## src/rtl/qpd_pkg.sv

```systemverilog
package qpd_pkg;

    // Phase states named by the levels of A and B; forward order is 00,10,11,01
    typedef enum logic [1:0] {
        PH_00 = 2'd0,
        PH_10 = 2'd1,
        PH_11 = 2'd2,
        PH_01 = 2'd3
    } phase_e;

    typedef struct packed {
        logic step;
        logic up;
        logic err;
    } step_t;

    function automatic phase_e to_phase(input logic a, input logic b);
        phase_e p;
        unique case ({a, b})
            2'b00:   p = PH_00;
            2'b10:   p = PH_10;
            2'b11:   p = PH_11;
            default: p = PH_01;
        endcase
        return p;
    endfunction

endpackage

```

## src/rtl/qpd_sync.sv

```systemverilog
module qpd_sync #(
    parameter int W = 3
) (
    input  logic         clk,
    input  logic         rst_n,
    input  logic [W-1:0] din,
    output logic [W-1:0] dout
);
    logic [W-1:0] stage1;
    logic [W-1:0] stage2;

    for (genvar i = 0; i < W; i++) begin : g_bit
        always_ff @(posedge clk or negedge rst_n) begin
            if (!rst_n) begin
                stage1[i] <= 1'b0;
                stage2[i] <= 1'b0;
            end else begin
                stage1[i] <= din[i];
                stage2[i] <= stage1[i];
            end
        end
    end

    assign dout = stage2;
endmodule

```

## src/rtl/qpd_decoder.sv

```systemverilog
module qpd_decoder
    import qpd_pkg::*;
(
    input  logic  clk,
    input  logic  rst_n,
    input  logic  a_s,
    input  logic  b_s,
    input  logic  cfg_clkdir,
    input  logic  cfg_x4,
    input  logic  cfg_dir_inv,
    output step_t stp
);
    phase_e state_q;
    phase_e sample;
    phase_e fwd_nxt;
    phase_e bwd_nxt;
    logic   a_prev;
    logic   is_fwd;
    logic   is_bwd;
    logic   is_diag;
    logic   raw_up;
    logic   raw_step;

    assign sample = to_phase(a_s, b_s);

    // State register: always lands in the newly sampled phase pair
    always_ff @(posedge clk or negedge rst_n) begin
        if (!rst_n) state_q <= PH_00;
        else        state_q <= sample;
    end

    // Ring neighbours of the present state
    always_comb begin
        unique case (state_q)
            PH_00: begin fwd_nxt = PH_10; bwd_nxt = PH_01; a_prev = 1'b0; end
            PH_10: begin fwd_nxt = PH_11; bwd_nxt = PH_00; a_prev = 1'b1; end
            PH_11: begin fwd_nxt = PH_01; bwd_nxt = PH_10; a_prev = 1'b1; end
            default: begin fwd_nxt = PH_00; bwd_nxt = PH_11; a_prev = 1'b0; end
        endcase
    end

    // Transition classification: hold, forward, backward, diagonal
    always_comb begin
        is_fwd  = (sample == fwd_nxt);
        is_bwd  = (sample == bwd_nxt);
        is_diag = (sample != state_q) && !is_fwd && !is_bwd;
    end

    // Output process
    always_comb begin
        if (cfg_clkdir) begin
            raw_step = a_s && !a_prev;
            raw_up   = b_s;
            stp.err  = 1'b0;
        end else begin
            raw_step = (is_fwd || is_bwd) && (cfg_x4 || (a_s != a_prev));
            raw_up   = is_fwd;
            stp.err  = is_diag;
        end
        stp.step = raw_step;
        stp.up   = raw_up ^ cfg_dir_inv;
    end
endmodule

```

## src/rtl/qpd_counters.sv

```systemverilog
module qpd_counters
    import qpd_pkg::*;
#(
    parameter int POS_W = 16,
    parameter int IDX_W = 8,
    parameter int NCMP  = 3
) (
    input  logic                  clk,
    input  logic                  rst_n,
    input  step_t                 stp,
    input  logic                  idx_hit,
    input  logic [POS_W-1:0]      pos_max,
    input  logic [NCMP*POS_W-1:0] pos_cmp_flat,
    input  logic [IDX_W-1:0]      idx_cmp,
    input  logic                  clr_pos,
    input  logic                  arm_pos_on_idx,
    input  logic                  clr_idx,
    output logic [POS_W-1:0]      position,
    output logic [IDX_W-1:0]      index_count,
    output logic                  dir_status,
    output logic                  ev_phase_err,
    output logic                  ev_dir_change,
    output logic                  ev_enc_clk,
    output logic                  ev_index,
    output logic [NCMP-1:0]       ev_pos_match,
    output logic                  ev_idx_match
);
    localparam logic [POS_W-1:0] POS_ONE = POS_W'(1);
    localparam logic [IDX_W-1:0] IDX_ONE = IDX_W'(1);

    logic             armed_q;
    logic [POS_W-1:0] pos_nxt;

    always_comb begin
        if (clr_pos)                 pos_nxt = '0;
        else if (armed_q && idx_hit) pos_nxt = '0;
        else if (stp.step && stp.up)
            pos_nxt = (position >= pos_max) ? '0 : position + POS_ONE;
        else if (stp.step)
            pos_nxt = (position == '0) ? pos_max : position - POS_ONE;
        else                         pos_nxt = position;
    end

    always_ff @(posedge clk or negedge rst_n) begin
        if (!rst_n) begin
            position      <= '0;
            index_count   <= '0;
            armed_q       <= 1'b0;
            dir_status    <= 1'b1;
            ev_phase_err  <= 1'b0;
            ev_dir_change <= 1'b0;
            ev_enc_clk    <= 1'b0;
            ev_index      <= 1'b0;
        end else begin
            position      <= pos_nxt;
            armed_q       <= arm_pos_on_idx || (armed_q && !idx_hit);
            if (clr_idx)      index_count <= '0;
            else if (idx_hit) index_count <= index_count + IDX_ONE;
            if (stp.step)     dir_status  <= stp.up;
            ev_phase_err  <= stp.err;
            ev_dir_change <= stp.step && (stp.up != dir_status);
            ev_enc_clk    <= stp.step;
            ev_index      <= idx_hit;
        end
    end

    for (genvar i = 0; i < NCMP; i++) begin : g_cmp
        assign ev_pos_match[i] = (position == pos_cmp_flat[i*POS_W +: POS_W]);
    end
    assign ev_idx_match = (index_count == idx_cmp);

    AST_CLR_POS: assert property (@(posedge clk) disable iff (!rst_n)
        clr_pos |=> position == '0);
    AST_CLR_IDX: assert property (@(posedge clk) disable iff (!rst_n)
        clr_idx |=> index_count == '0);
    AST_POS_BOUND: assert property (@(posedge clk) disable iff (!rst_n)
        $stable(pos_max) && $past(position <= pos_max) |-> position <= pos_max);
endmodule

```

## src/rtl/quad_pos_decoder.sv

```systemverilog
module quad_pos_decoder
    import qpd_pkg::*;
#(
    parameter int POS_W = 16,
    parameter int IDX_W = 8,
    parameter int NCMP  = 3
) (
    input  logic                  clk,
    input  logic                  rst_n,
    input  logic                  phase_a,
    input  logic                  phase_b,
    input  logic                  index_in,
    input  logic                  cfg_clkdir,
    input  logic                  cfg_x4,
    input  logic                  cfg_dir_inv,
    input  logic                  cfg_idx_inv,
    input  logic [POS_W-1:0]      pos_max,
    input  logic [NCMP*POS_W-1:0] pos_cmp_flat,
    input  logic [IDX_W-1:0]      idx_cmp,
    input  logic                  clr_pos,
    input  logic                  arm_pos_on_idx,
    input  logic                  clr_idx,
    output logic [POS_W-1:0]      position,
    output logic [IDX_W-1:0]      index_count,
    output logic                  dir_status,
    output logic                  ev_phase_err,
    output logic                  ev_dir_change,
    output logic                  ev_enc_clk,
    output logic                  ev_index,
    output logic [NCMP-1:0]       ev_pos_match,
    output logic                  ev_idx_match
);
    localparam int NPIN = 3;

    logic [NPIN-1:0] pins_s;
    logic            idx_raw_q;
    logic            idx_hit;
    step_t           stp;

    qpd_sync #(.W(NPIN)) u_sync (
        .clk  (clk),
        .rst_n(rst_n),
        .din  ({index_in, phase_b, phase_a}),
        .dout (pins_s)
    );

    qpd_decoder u_dec (
        .clk        (clk),
        .rst_n      (rst_n),
        .a_s        (pins_s[0]),
        .b_s        (pins_s[1]),
        .cfg_clkdir (cfg_clkdir),
        .cfg_x4     (cfg_x4),
        .cfg_dir_inv(cfg_dir_inv),
        .stp        (stp)
    );

    // Index edge: previous raw level kept, both sides seen through the invert bit
    always_ff @(posedge clk or negedge rst_n) begin
        if (!rst_n) idx_raw_q <= 1'b0;
        else        idx_raw_q <= pins_s[2];
    end
    assign idx_hit = (pins_s[2] ^ cfg_idx_inv) && !(idx_raw_q ^ cfg_idx_inv);

    qpd_counters #(.POS_W(POS_W), .IDX_W(IDX_W), .NCMP(NCMP)) u_cnt (
        .clk           (clk),
        .rst_n         (rst_n),
        .stp           (stp),
        .idx_hit       (idx_hit),
        .pos_max       (pos_max),
        .pos_cmp_flat  (pos_cmp_flat),
        .idx_cmp       (idx_cmp),
        .clr_pos       (clr_pos),
        .arm_pos_on_idx(arm_pos_on_idx),
        .clr_idx       (clr_idx),
        .position      (position),
        .index_count   (index_count),
        .dir_status    (dir_status),
        .ev_phase_err  (ev_phase_err),
        .ev_dir_change (ev_dir_change),
        .ev_enc_clk    (ev_enc_clk),
        .ev_index      (ev_index),
        .ev_pos_match  (ev_pos_match),
        .ev_idx_match  (ev_idx_match)
    );

    AST_NO_ERR_CLKDIR: assert property (@(posedge clk) disable iff (!rst_n)
        ev_phase_err |-> $past(!cfg_clkdir));
    AST_ERR_HOLDS_POS: assert property (@(posedge clk) disable iff (!rst_n)
        ev_phase_err && !ev_index && $past(!clr_pos) |-> $stable(position) && $stable(dir_status));
    AST_DIRCHG_FLIPS: assert property (@(posedge clk) disable iff (!rst_n)
        ev_dir_change |-> ev_enc_clk && (dir_status != $past(dir_status)));
    AST_STEP_MOVES: assert property (@(posedge clk) disable iff (!rst_n)
        ev_enc_clk && !ev_index && $past(!clr_pos) && $stable(pos_max) && (pos_max != '0)
        |-> position != $past(position));
    AST_ERR_NO_STEP: assert property (@(posedge clk) disable iff (!rst_n)
        ev_phase_err |-> !ev_enc_clk);
endmodule

```

## config.mk

```make
export PLATFORM = sky130hd
export DESIGN_NAME = quad_pos_decoder
export DESIGN_NICKNAME = d
export VERILOG_FILES = /design/src/rtl/qpd_pkg.sv /design/src/rtl/qpd_sync.sv /design/src/rtl/qpd_decoder.sv /design/src/rtl/qpd_counters.sv /design/src/rtl/quad_pos_decoder.sv
export SDC_FILE = /design/constraint.sdc
export NUM_CORES = 1
export LEC_CHECK = 0
export BUFFER_PORTS_ARGS = -buffer_cell sky130_fd_sc_hd__buf_2
export CELL_PAD_IN_SITES_DETAIL_PLACEMENT = 1
export CELL_PAD_IN_SITES_GLOBAL_PLACEMENT = 2
export CORE_AREA = 2 2 110 112
export CTS_CLUSTER_DIAMETER = 60
export CTS_CLUSTER_SIZE = 16
export DETAILED_ROUTE_END_ITERATION = 10
export DIE_AREA = 0 0 112 114
export PLACE_DENSITY_LB_ADDON = 0.05
export SYNTH_ARGS = -nofsm -noshare
export SYNTH_HDL_FRONTEND = slang
export SYNTH_SLANG_ARGS = --single-unit
```

## constraint.sdc

```tcl
create_clock -name clk -period 5.83 [get_ports clk]
set_input_delay 0.2915 -clock clk [delete_from_list [all_inputs] [get_ports clk]]
set_output_delay 0.2915 -clock clk [all_outputs]
set_load 0.02 [all_outputs]
```

-- Yosys cells after proc, flatten, opt, wreduce, memory -nomap -nowiden
Index checks and enable logic that the tools add are counted.
- $add $sub $neg: 3
- order comparisons: 1
- equality and inequality tests: 13
- multiplexer cells: 15
- bitwise gates (word level): 3
- reductions and logical operators: 23
- operators by type and width (kind ; count):
    16-bit 2-to-1 mux ; 6
    16-bit == test ; 3
    2-bit case mux with 3 select lines ; 3
    16-bit by 1-bit adder with 16-bit output (second input constant) ; 1
    16-bit >= comparator ; 1
    16-bit zero test ; 1
    8-bit 2-to-1 mux ; 2
    16-bit by 1-bit subtractor with 16-bit output (second input constant) ; 1
    1-bit logical AND ; 9
    8-bit by 1-bit adder with 8-bit output (second input constant) ; 1
    8-bit == test ; 1
    2-bit == test (second input constant) ; 3
    1-bit zero test ; 5
    2-bit == test ; 2
    2-bit zero test ; 2
    1-bit 2-to-1 mux ; 4
    4-bit nonzero test ; 1
    1-bit logical OR ; 3
    1-bit bitwise XOR ; 3
    2-bit by 1-bit == test with 1-bit output (second input constant) ; 1
    1-bit inequality test ; 2
    2-bit inequality test ; 1
    2-bit nonzero test ; 1
    2-bit OR reduction ; 1
- register bits: 39
- input bits: 84
- logic and storage cells: 74

-- Depth between registers and ports, before layout
Gate-level depths: netlist of run 1.
- depth after elaboration: 11
- mapped depth: 12

-- Cells and area by module
A second synthesis of run 1 with hierarchy kept.
- cell total of the unflattened synthesis: 425
- area, all modules: 3590.9 um2
- by module, submodules not included (module ; times used ; cells an instance ; area each (um2) ; seq. area each (um2)):
    qpd_counters ; 1 ; 387 ; 3146.8 ; 752.0
    qpd_decoder ; 1 ; 28 ; 246.5 ; 50.0
    qpd_sync ; 1 ; 6 ; 150.1 ; 150.1
    quad_pos_decoder ; 1 ; 4 ; 47.5 ; 25.0

-- Worst setup path after synthesis of run 1
OpenSTA, ideal clock, no wires.
- path type: register -> register
- from: reg u_cnt.position[0]
- to: reg u_cnt.position[0]
- setup time: 101 ps
- data arrival time: 2507 ps
- path slack: 3222 ps
- stages on the path, launching flop included: 11
- path buffers: 2
- period minus slack after synthesis: 2608 ps
- cells stage by stage: dfrtp_1 clkbuf_1 inv_1 ha_1 a31oi_1 nor2b_1 o311ai_0 and3_1 buf_2 a21oi_1 o32ai_1
- cells in the longest elaborated chain, start to end: 6
- ends and longest elaborated chain (what ; line ; RTL):
    start: declaration ; qpd_counters.sv:18 ; output logic [POS_W-1:0] position,
    start signal: assignment ; qpd_counters.sv:55 ; position <= pos_nxt;
    16-bit by 1-bit subtractor with 16-bit output / 16-bit zero test (equally long branches) ; qpd_counters.sv:40 ; pos_nxt = (position == '0) ? pos_max : position - POS_ONE;
    16-bit 2-to-1 mux ; qpd_counters.sv:40 ;
    16-bit 2-to-1 mux ; qpd_counters.sv:39 ; else if (stp.step)
    16-bit 2-to-1 mux * ; qpd_counters.sv:37 ; else if (stp.step && stp.up)
    16-bit 2-to-1 mux * ; qpd_counters.sv:36 ; else if (armed_q && idx_hit) pos_nxt = '0;
    16-bit 2-to-1 mux * ; qpd_counters.sv:35 ; if (clr_pos) pos_nxt = '0;
Every way passes the cells marked *; elsewhere a longest branch is shown, timed or not. The select of a mux whose other input is x is not followed.
A chain may end at the register's enable or synchronous reset.

-- Worst setup path in the final report of run 1
- from: reg u_cnt.position[8]
- to: reg u_cnt.position[3]
- cells in the longest elaborated chain, start to end: 6
- ends and longest elaborated chain (what ; line):
    branches (longest 3 deep; another with 16-bit >= comparator) ; n/a
    16-bit 2-to-1 mux * ; qpd_counters.sv:37
    16-bit 2-to-1 mux * ; qpd_counters.sv:36
    16-bit 2-to-1 mux * ; qpd_counters.sv:35
Every way passes the cells marked *. The select of a mux whose other input is x is not followed.

==> results of run 1 <==
==> final cells by class <==
| type | instances | area [µm²] | area share |
|---|---|---|---|
| repair buffers | 118 | 595.6 | 0.1333 |
| flip-flops and latches | 39 | 977.2 | 0.2188 |
| clock buffers | 6 | 128.9 | 0.02885 |
| well taps | 147 | 183.9 | 0.04118 |
| inverters | 33 | 123.9 | 0.02773 |
| multi-input cells | 336 | 2420 | 0.5417 |
| clock inverters | 2 | 37.54 | 0.008403 |
==> state kept, by name, indices dropped and copies added, names as in the netlist <==
signal	flops
idx_raw_q	1
u_cnt.armed_q	1
u_cnt.dir_status	1
u_cnt.ev_dir_change	1
u_cnt.ev_enc_clk	1
u_cnt.ev_index	1
u_cnt.ev_phase_err	1
u_cnt.index_count	8
u_cnt.position	16
u_dec.state_q	2
u_sync.dout	3
u_sync.stage1	3
==> cell usage after synthesis (all sizes together), types with 12 or more instances <==
master  instances  area, µm²
o21ai          18      90.09
xnor2          71      629.4
nand4          25      156.4
dfrtp          38      950.9
buf            12      62.56
nor3           12      60.06
xor2           14      122.6
a21oi          16      80.08
inv            33      123.9
nand2          25      93.84
ha             25      312.8
nor2           34      143.9
==> worst paths after layout <==
kind	startpoint	endpoint	slack, ps	cells past startpoint
worst max-delay path	u_cnt.position[8]$_DFFE_PN0P_	u_cnt.position[3]$_DFFE_PN0P_	2620	5
worst min-delay path	phase_a	u_sync.stage1[0]$_DFF_PN0_	100	1
worst max register to register	u_cnt.position[8]$_DFFE_PN0P_	u_cnt.position[3]$_DFFE_PN0P_	2620	5
worst min register to register	u_sync.stage1[0]$_DFF_PN0_	u_sync.dout[0]$_DFF_PN0_	350	0
max in group asynchronous	rst_n	u_cnt.index_count[4]$_DFFE_PN0P_	5070	1
min in group asynchronous	rst_n	u_cnt.position[5]$_DFFE_PN0P_	140	1
==> stage by stage <==
stage	setup WS [ps]	cells
after detailed placement	2688	673
after floorplan	3222	431
after global placement	2760	673
final	2620	681
after global routing	2440	681
after CTS	2671	681
==> critical path: cells and delay by family, from the launching register on <==
family | cells | cell delay (ps)
simple gates | 2 | 1590
compound gates | 3 | 900
flops | 1 | 590
==> power groups by stage <==
stage / Sequential, mW / Combinational [mW] / Clock, mW
after floorplan: 0.392 / 0.651 / 0
after global placement: 0.449 / 0.843 / 0
after detailed placement: 0.455 / 0.844 / 0
after CTS: 0.450 / 0.850 / 0.332
after global routing: 0.462 / 0.936 / 0.343
final: 0.449 / 0.846 / 0.326
==> logic make-up after synthesis <==
group | share of synthesized area
and+or+nand+nor | 0.2064
xor gates and xnor gates | 0.2077
AOI/OAI and AO/OA | 0.1528
buffers and inverters | 0.06291
DFF | 0.2700
adders and majority gates | 0.08642
muxes | 0.01383
==> per-layer routing <==
layer  up-vias  wire, µm
met1      1743      6024
met3        11       455
met5         -         0
li1       1728         -
met2        73      6624
met4         0       159
==> results.json, run 1 <==
{
  "globalRouteMet2Util": 0.3665,
  "timing_hold_violations_final": 0,
  "vias_in_the_first_global_route": 3713,
  "mostFrequentLayoutCells": "116 x buf_2, 70 x xnor2_1, 38 x dfrtp_1, 33 x inv_1, 33 x nor2_1",
  "standard_cell_with_the_maximum_stage_delay_on_the_critical_path": "nand4b_1",
  "timing.critical_path.fanout_max": 21,
  "layout.filler_cells": 1441,
  "globalRoute.busiestLayer": "met2",
  "cts.repair.resized": 0,
  "cts-root-to-sink-buffers": 2,
  "combinationalPowerShare": 0.522,
  "ys_dominant_reg_cell": "dfrtp_1",
  "fmaxAchievable_ghz": 0.3115,
  "drt-total-wl_um": 13260,
  "overflow_after_grt": 0,
  "crit_chain": "nor4_1 -> nand4b_1 -> o21ai_0 -> a211oi_1 -> a221o_1",
  "fin_tns_setup_ps": 0,
  "criticalPathCategory": "flip-flop to flip-flop",
  "routed_via_density": 5.220,
  "numCtsBuffers": 5,
  "synth_nets": 540,
  "chipHeight_um": 114,
  "final_core_utilization": 0.3814,
  "core_region_area_mm2": 0.01171,
  "post_route_cells_drive_above_1_share": 0.2509,
  "antenna_found_initial": 0,
  "yosysSeqAreaShare": 0.2700,
  "grt.total_usage": 0.2082,
  "status": "completed",
  "initial_core_util": 0.3091,
  "post-cts-setup-buffer-count": 0,
  "cts.htree.levels": 2,
  "grtUsageMet3": 0.02976,
  "finalNetCount": 642,
  "cts.hold.buffers_added": 0,
  "vias_after_detailed_routing": 3555,
  "power.static_leakage_nw": 2.070,
  "drt_first_pass_iters": 4,
  "power.sequential.fraction": 0.277,
  "max_cap_viol_count": 0,
  "number_of_library_cell_types_mapped_by_synthesis": 56,
  "cp_data_arrival_time_ps": 3390,
  "die_area_mm2": 0.01277,
  "yosys_register_bits": 39,
  "p_sw_uw": 748.2,
  "cts_tree": "yes",
  "globalplace.congestion": 0.8652,
  "finalMaxSlewViolations": 0,
  "finalSetupViolCount": 0,
  "fp-row-count": 40,
  "detail_route.drc_violations": 0,
  "clk_transition_reported_paths_ps": 60,
  "drt_first_iter_violations": 111,
  "final_common_cell": "buf_2",
  "clkSinkCount": 39,
  "critical_path_required_ps": 6010,
  "synth_enable_flop_cells": 0,
  "post_synth.cell_area_avg_um2": 8.398,
  "power_report.internal_total_uw": 872.6,
  "syn-cell-area_mm2": 0.003620,
  "cts_root_buffer": "clkbuf_16",
  "grt_setup_unrepaired": "false",
  "finalHoldWorstSlack_ps": 100.0,
  "dpl-instance-area_mm2": 0.004300,
  "wire_length_of_the_first_global_routing_pass_um": 20520,
  "dp_hpwl_um": 10350,
  "finalCriticalPeriod_ps": 3210,
  "synthesis.yosys.warnings": 0,
  "port-buffer-count": 116,
  "total_power_mw": 1.621,
  "area_overhead_of_the_layout_relative_to_synthesis_pct": 23.40,
  "ant_nets": 0,
  "p_sw_frac": 0.4616,
  "design_area_mm2": 0.004467,
  "die_w_um": 112,
  "worst_slew_margin_rel": 0.2071,
  "met1_usage": 0.2704,
  "vdd_drop_max_uv": 154.1,
  "worst_setup_path_start_kind": "flip-flop",
  "postSynth.asyncResetShare": 1.000,
  "skew_ps": 2.893,
  "n_antenna_cell": 0,
  "hp-class": "primary input to flip-flop",
  "grt_start_max_net_pins": 40,
  "post-route-period-util": 0.5506,
  "pwr-share-clk": 0.201,
  "clkLatencyLatePin_ps": 290,
  "worst_path_largest_cell_delay_ps": 960,
  "syn-instance-count": 431,
  "ioPinCount": 117,
  "endpoint_kind": "flip-flop",
  "pwr_density_cell_mw_per_mm2": 362.9,
  "routed_wire_length_per_instance_um": 19.48,
  "tightestPinTransition_ps": 1187
}
(Power assumes the default switching activity.)
==> run 2: changes to the inputs <==
--- a/config.mk
+++ b/config.mk
@@ -5,14 +5,15 @@
 export SDC_FILE = /design/constraint.sdc
 export NUM_CORES = 1
 export LEC_CHECK = 0
+export ABC_AREA = 1
 export BUFFER_PORTS_ARGS = -buffer_cell sky130_fd_sc_hd__buf_2
 export CELL_PAD_IN_SITES_DETAIL_PLACEMENT = 1
 export CELL_PAD_IN_SITES_GLOBAL_PLACEMENT = 2
-export CORE_AREA = 2 2 110 112
+export CORE_AREA = 2 2 132 134
 export CTS_CLUSTER_DIAMETER = 60
 export CTS_CLUSTER_SIZE = 16
 export DETAILED_ROUTE_END_ITERATION = 10
-export DIE_AREA = 0 0 112 114
+export DIE_AREA = 0 0 134 136
 export PLACE_DENSITY_LB_ADDON = 0.05
 export SYNTH_ARGS = -nofsm -noshare
 export SYNTH_HDL_FRONTEND = slang
==> constraint.sdc (replaced) <==
create_clock -name clk -period 2.7 [get_ports clk]
set_input_delay 0.135 -clock clk [delete_from_list [all_inputs] [get_ports clk]]
set_output_delay 0.135 -clock clk [all_outputs]
set_load 0.02 [all_outputs]
==> run 2 against run 1 <==
Effect of this change: power rose by 97%; via count rose by 23%; first-iteration DRC count fell by 1.8%; combinational power rose by 120%; critical path type unchanged; clock skew rose by 0.64 ps; sequential share of layout area fell by 2.9 points; highest routed layer is now met5; critical endpoint is now u_cnt.position[5]$_DFFE_PN0P_; global-route usage fell by 3.6 points.
==> results.json, run 2 <==
{
  "status": "completed",
  "synth_top_area_share": 0.2312,
  "finalCriticalPeriod_ps": 2281,
  "timing.critical_path.fanout_max": 14,
  "final_common_cell": "nand2_1",
  "cts_tree": "yes",
  "timing_hold_violations_final": 0,
  "globalRoute.busiestLayer": "met2",
  "netlist_top_cells_count": "197 x nand2_1, 67 x inv_1, 47 x xnor2_1",
  "number_of_library_cell_types_mapped_by_synthesis": 34,
  "largest_reg_flops": 16,
  "die_area_mm2": 0.01822,
  "post-route-period-util": 0.8448,
  "numCtsBuffers": 5,
  "synth.most_common_cell": "nand2_1",
  "synth.area.top_cells": "dfrtp_1 23%, nand2_1 18%, xnor2_1 10%, ha_1 7.6%, inv_1 6.1%",
  "dp_hpwl_um": 12520,
  "clkSinkCount": 39,
  "worst_slew_margin_rel": 0.5951,
  "cts.htree.levels": 2,
  "vias_after_detailed_routing": 4378,
  "critical_path_required_ps": 2930,
  "standard_cell_with_the_maximum_stage_delay_on_the_critical_path": "dfrtp_1",
  "synthesis.yosys.warnings": 0,
  "grt_setup_unrepaired": "false",
  "cts.repair.resized": 0,
  "routed_wire_length_per_instance_um": 15.86,
  "cts.hold.buffers_added": 4,
  "criticalPathCategory": "flip-flop to flip-flop",
  "yosys.area.top_type": "dfrtp_1",
  "wire_length_of_the_first_global_routing_pass_um": 24550,
  "pwr_density_cell_mw_per_mm2": 622.0,
  "worst_setup_path_start_kind": "flip-flop",
  "cts_root_buffer": "clkbuf_16",
  "crit_chain": "inv_1 -> ha_1 -> inv_1 -> ha_1 -> a21oi_1 -> nand2_1 -> nand2_2 -> inv_1 -> nor2_4 -> inv_2 -> a21oi_1 -> nand2_1 -> nand2_1",
  "max_cap_viol_count": 0,
  "syn-cell-area_mm2": 0.004113,
  "vdd_drop_max_uv": 233.9,
  "power.static_leakage_nw": 2.759,
  "die_w_um": 134,
  "worst_path_largest_cell_delay_ps": 370,
  "grtUsageMet3": 0.02461,
  "tightestPinTransition_ps": 607.4,
  "yosys_register_bits": 39,
  "finalMaxSlewViolations": 0,
  "post_route_cells_drive_above_1_share": 0.2453,
  "fmaxAchievable_ghz": 0.4384,
  "synth_enable_flop_cells": 0,
  "cts-root-to-sink-buffers": 2,
  "post_synth.cell_area_avg_um2": 6.644,
  "layout_top_registers": "u_cnt.position x16, u_cnt.index_count x8",
  "globalplace.congestion": 0.7897,
  "final_core_utilization": 0.3049,
  "most_flops_register": "u_cnt.position",
  "layout.filler_cells": 2204,
  "grt_start_max_net_pins": 23,
  "hp-class": "primary input to flip-flop",
  "drt_first_pass_iters": 4,
  "finalNetCount": 854,
  "drt_first_iter_violations": 109,
  "fin_tns_setup_ps": 0,
  "timing.critical_path.max_delay_family": "simple AND/OR/NAND/NOR gates",
  "n_antenna_cell": 0,
  "chipHeight_um": 136,
  "detail_route.drc_violations": 0,
  "routed_via_density": 4.509,
  "fp-row-count": 48,
  "postSynth.asyncResetShare": 1.000,
  "syn-instance-count": 619,
  "area_overhead_of_the_layout_relative_to_synthesis_pct": 25.13,
  "ioPinCount": 117,
  "finalSetupViolCount": 0,
  "port-buffer-count": 116,
  "met1_usage": 0.2115,
  "synth_nets": 728,
  "yosysSeqAreaShare": 0.2376,
  "ys_dominant_reg_cell": "dfrtp_1",
  "mostFrequentLayoutCells": "197 x nand2_1, 116 x buf_2, 67 x inv_1, 47 x xnor2_1, 45 x nor2_1",
  "cp_data_arrival_time_ps": 2510,
  "grt.total_usage": 0.1718,
  "vias_in_the_first_global_route": 4599,
  "globalRouteMet2Util": 0.3188,
  "initial_core_util": 0.2437,
  "endpoint_kind": "flip-flop",
  "critPathBufInv": 4,
  "drt-total-wl_um": 15400,
  "core_region_area_mm2": 0.01688,
  "skew_ps": 3.537,
  "clk_transition_reported_paths_ps": 70,
  "post-cts-setup-buffer-count": 0,
  "overflow_after_grt": 0,
  "ant_nets": 0,
  "antenna_found_initial": 1,
  "clkLatencyLatePin_ps": 290
}
run 2: area by class of cell:
type                    count  area, µm²  share of cell area
clock inverters             3      20.02            0.003890
flip-flops and latches     39      977.2              0.1899
well taps                 225      281.5             0.05470
repair buffers            143      793.3              0.1541
inverters                  71      266.5             0.05179
multi-input cells         485       2683              0.5213
clock buffers               5      125.1             0.02431
run 2: stage by stage:
step                      std cells  setup WS (ps)  total power, mW  area [µm²]  hold slack [ps]
after floorplan                 619          776.8            2.021        4113           -160.6
after global placement          959          500.1            2.620        4961            194.8
after detailed placement        959          417.3            2.640        4961            185.8
after CTS                       971          392.1            3.283        5146            10.27
after global routing            971          115.6            3.520        5146            41.35
final                           971          419.2            3.201        5146            18.91
run 2: cells by family after synthesis:
logic type | after synthesis | synth area share
xor+xnor | 58 | 0.1235
fa+ha+maj | 25 | 0.07606
compound gates | 48 | 0.06145
simple gates | 354 | 0.3912
buf+inv | 95 | 0.1101
flops | 39 | 0.2376
run 2: layer usage:
layer / wire (µm) / share of wire
met1: 6932 / 0.45
met2: 7640 / 0.50
met3: 646 / 0.042
met4: 167 / 0.011
met5: 11 / 0.00071
run 2: path summary, 6_finish.rpt:
kind | start | endpoint | slack (ps) | cells after the start
setup / recovery | u_dec.state_q[0]$_DFF_PN0_ | u_cnt.position[5]$_DFFE_PN0P_ | 420 | 13
hold / removal | arm_pos_on_idx | u_cnt.armed_q$_DFF_PN0_ | 20 | 2
setup reg to reg | u_dec.state_q[0]$_DFF_PN0_ | u_cnt.position[5]$_DFFE_PN0P_ | 420 | 13
hold reg to reg | u_sync.stage1[2]$_DFF_PN0_ | u_sync.dout[2]$_DFF_PN0_ | 350 | 0
max in group asynchronous | rst_n | u_dec.state_q[0]$_DFF_PN0_ | 1630 | 3
min in group asynchronous | rst_n | u_cnt.position[15]$_DFFE_PN0P_ | 390 | 2
run 2: report_power, final:
part / total (mW) / internal [mW] / switching, mW
Combinational: 1.89 / 0.661 / 1.23
Sequential: 0.705 / 0.650 / 0.0546
Clock: 0.609 / 0.341 / 0.268
Total: 3.20 / 1.65 / 1.55
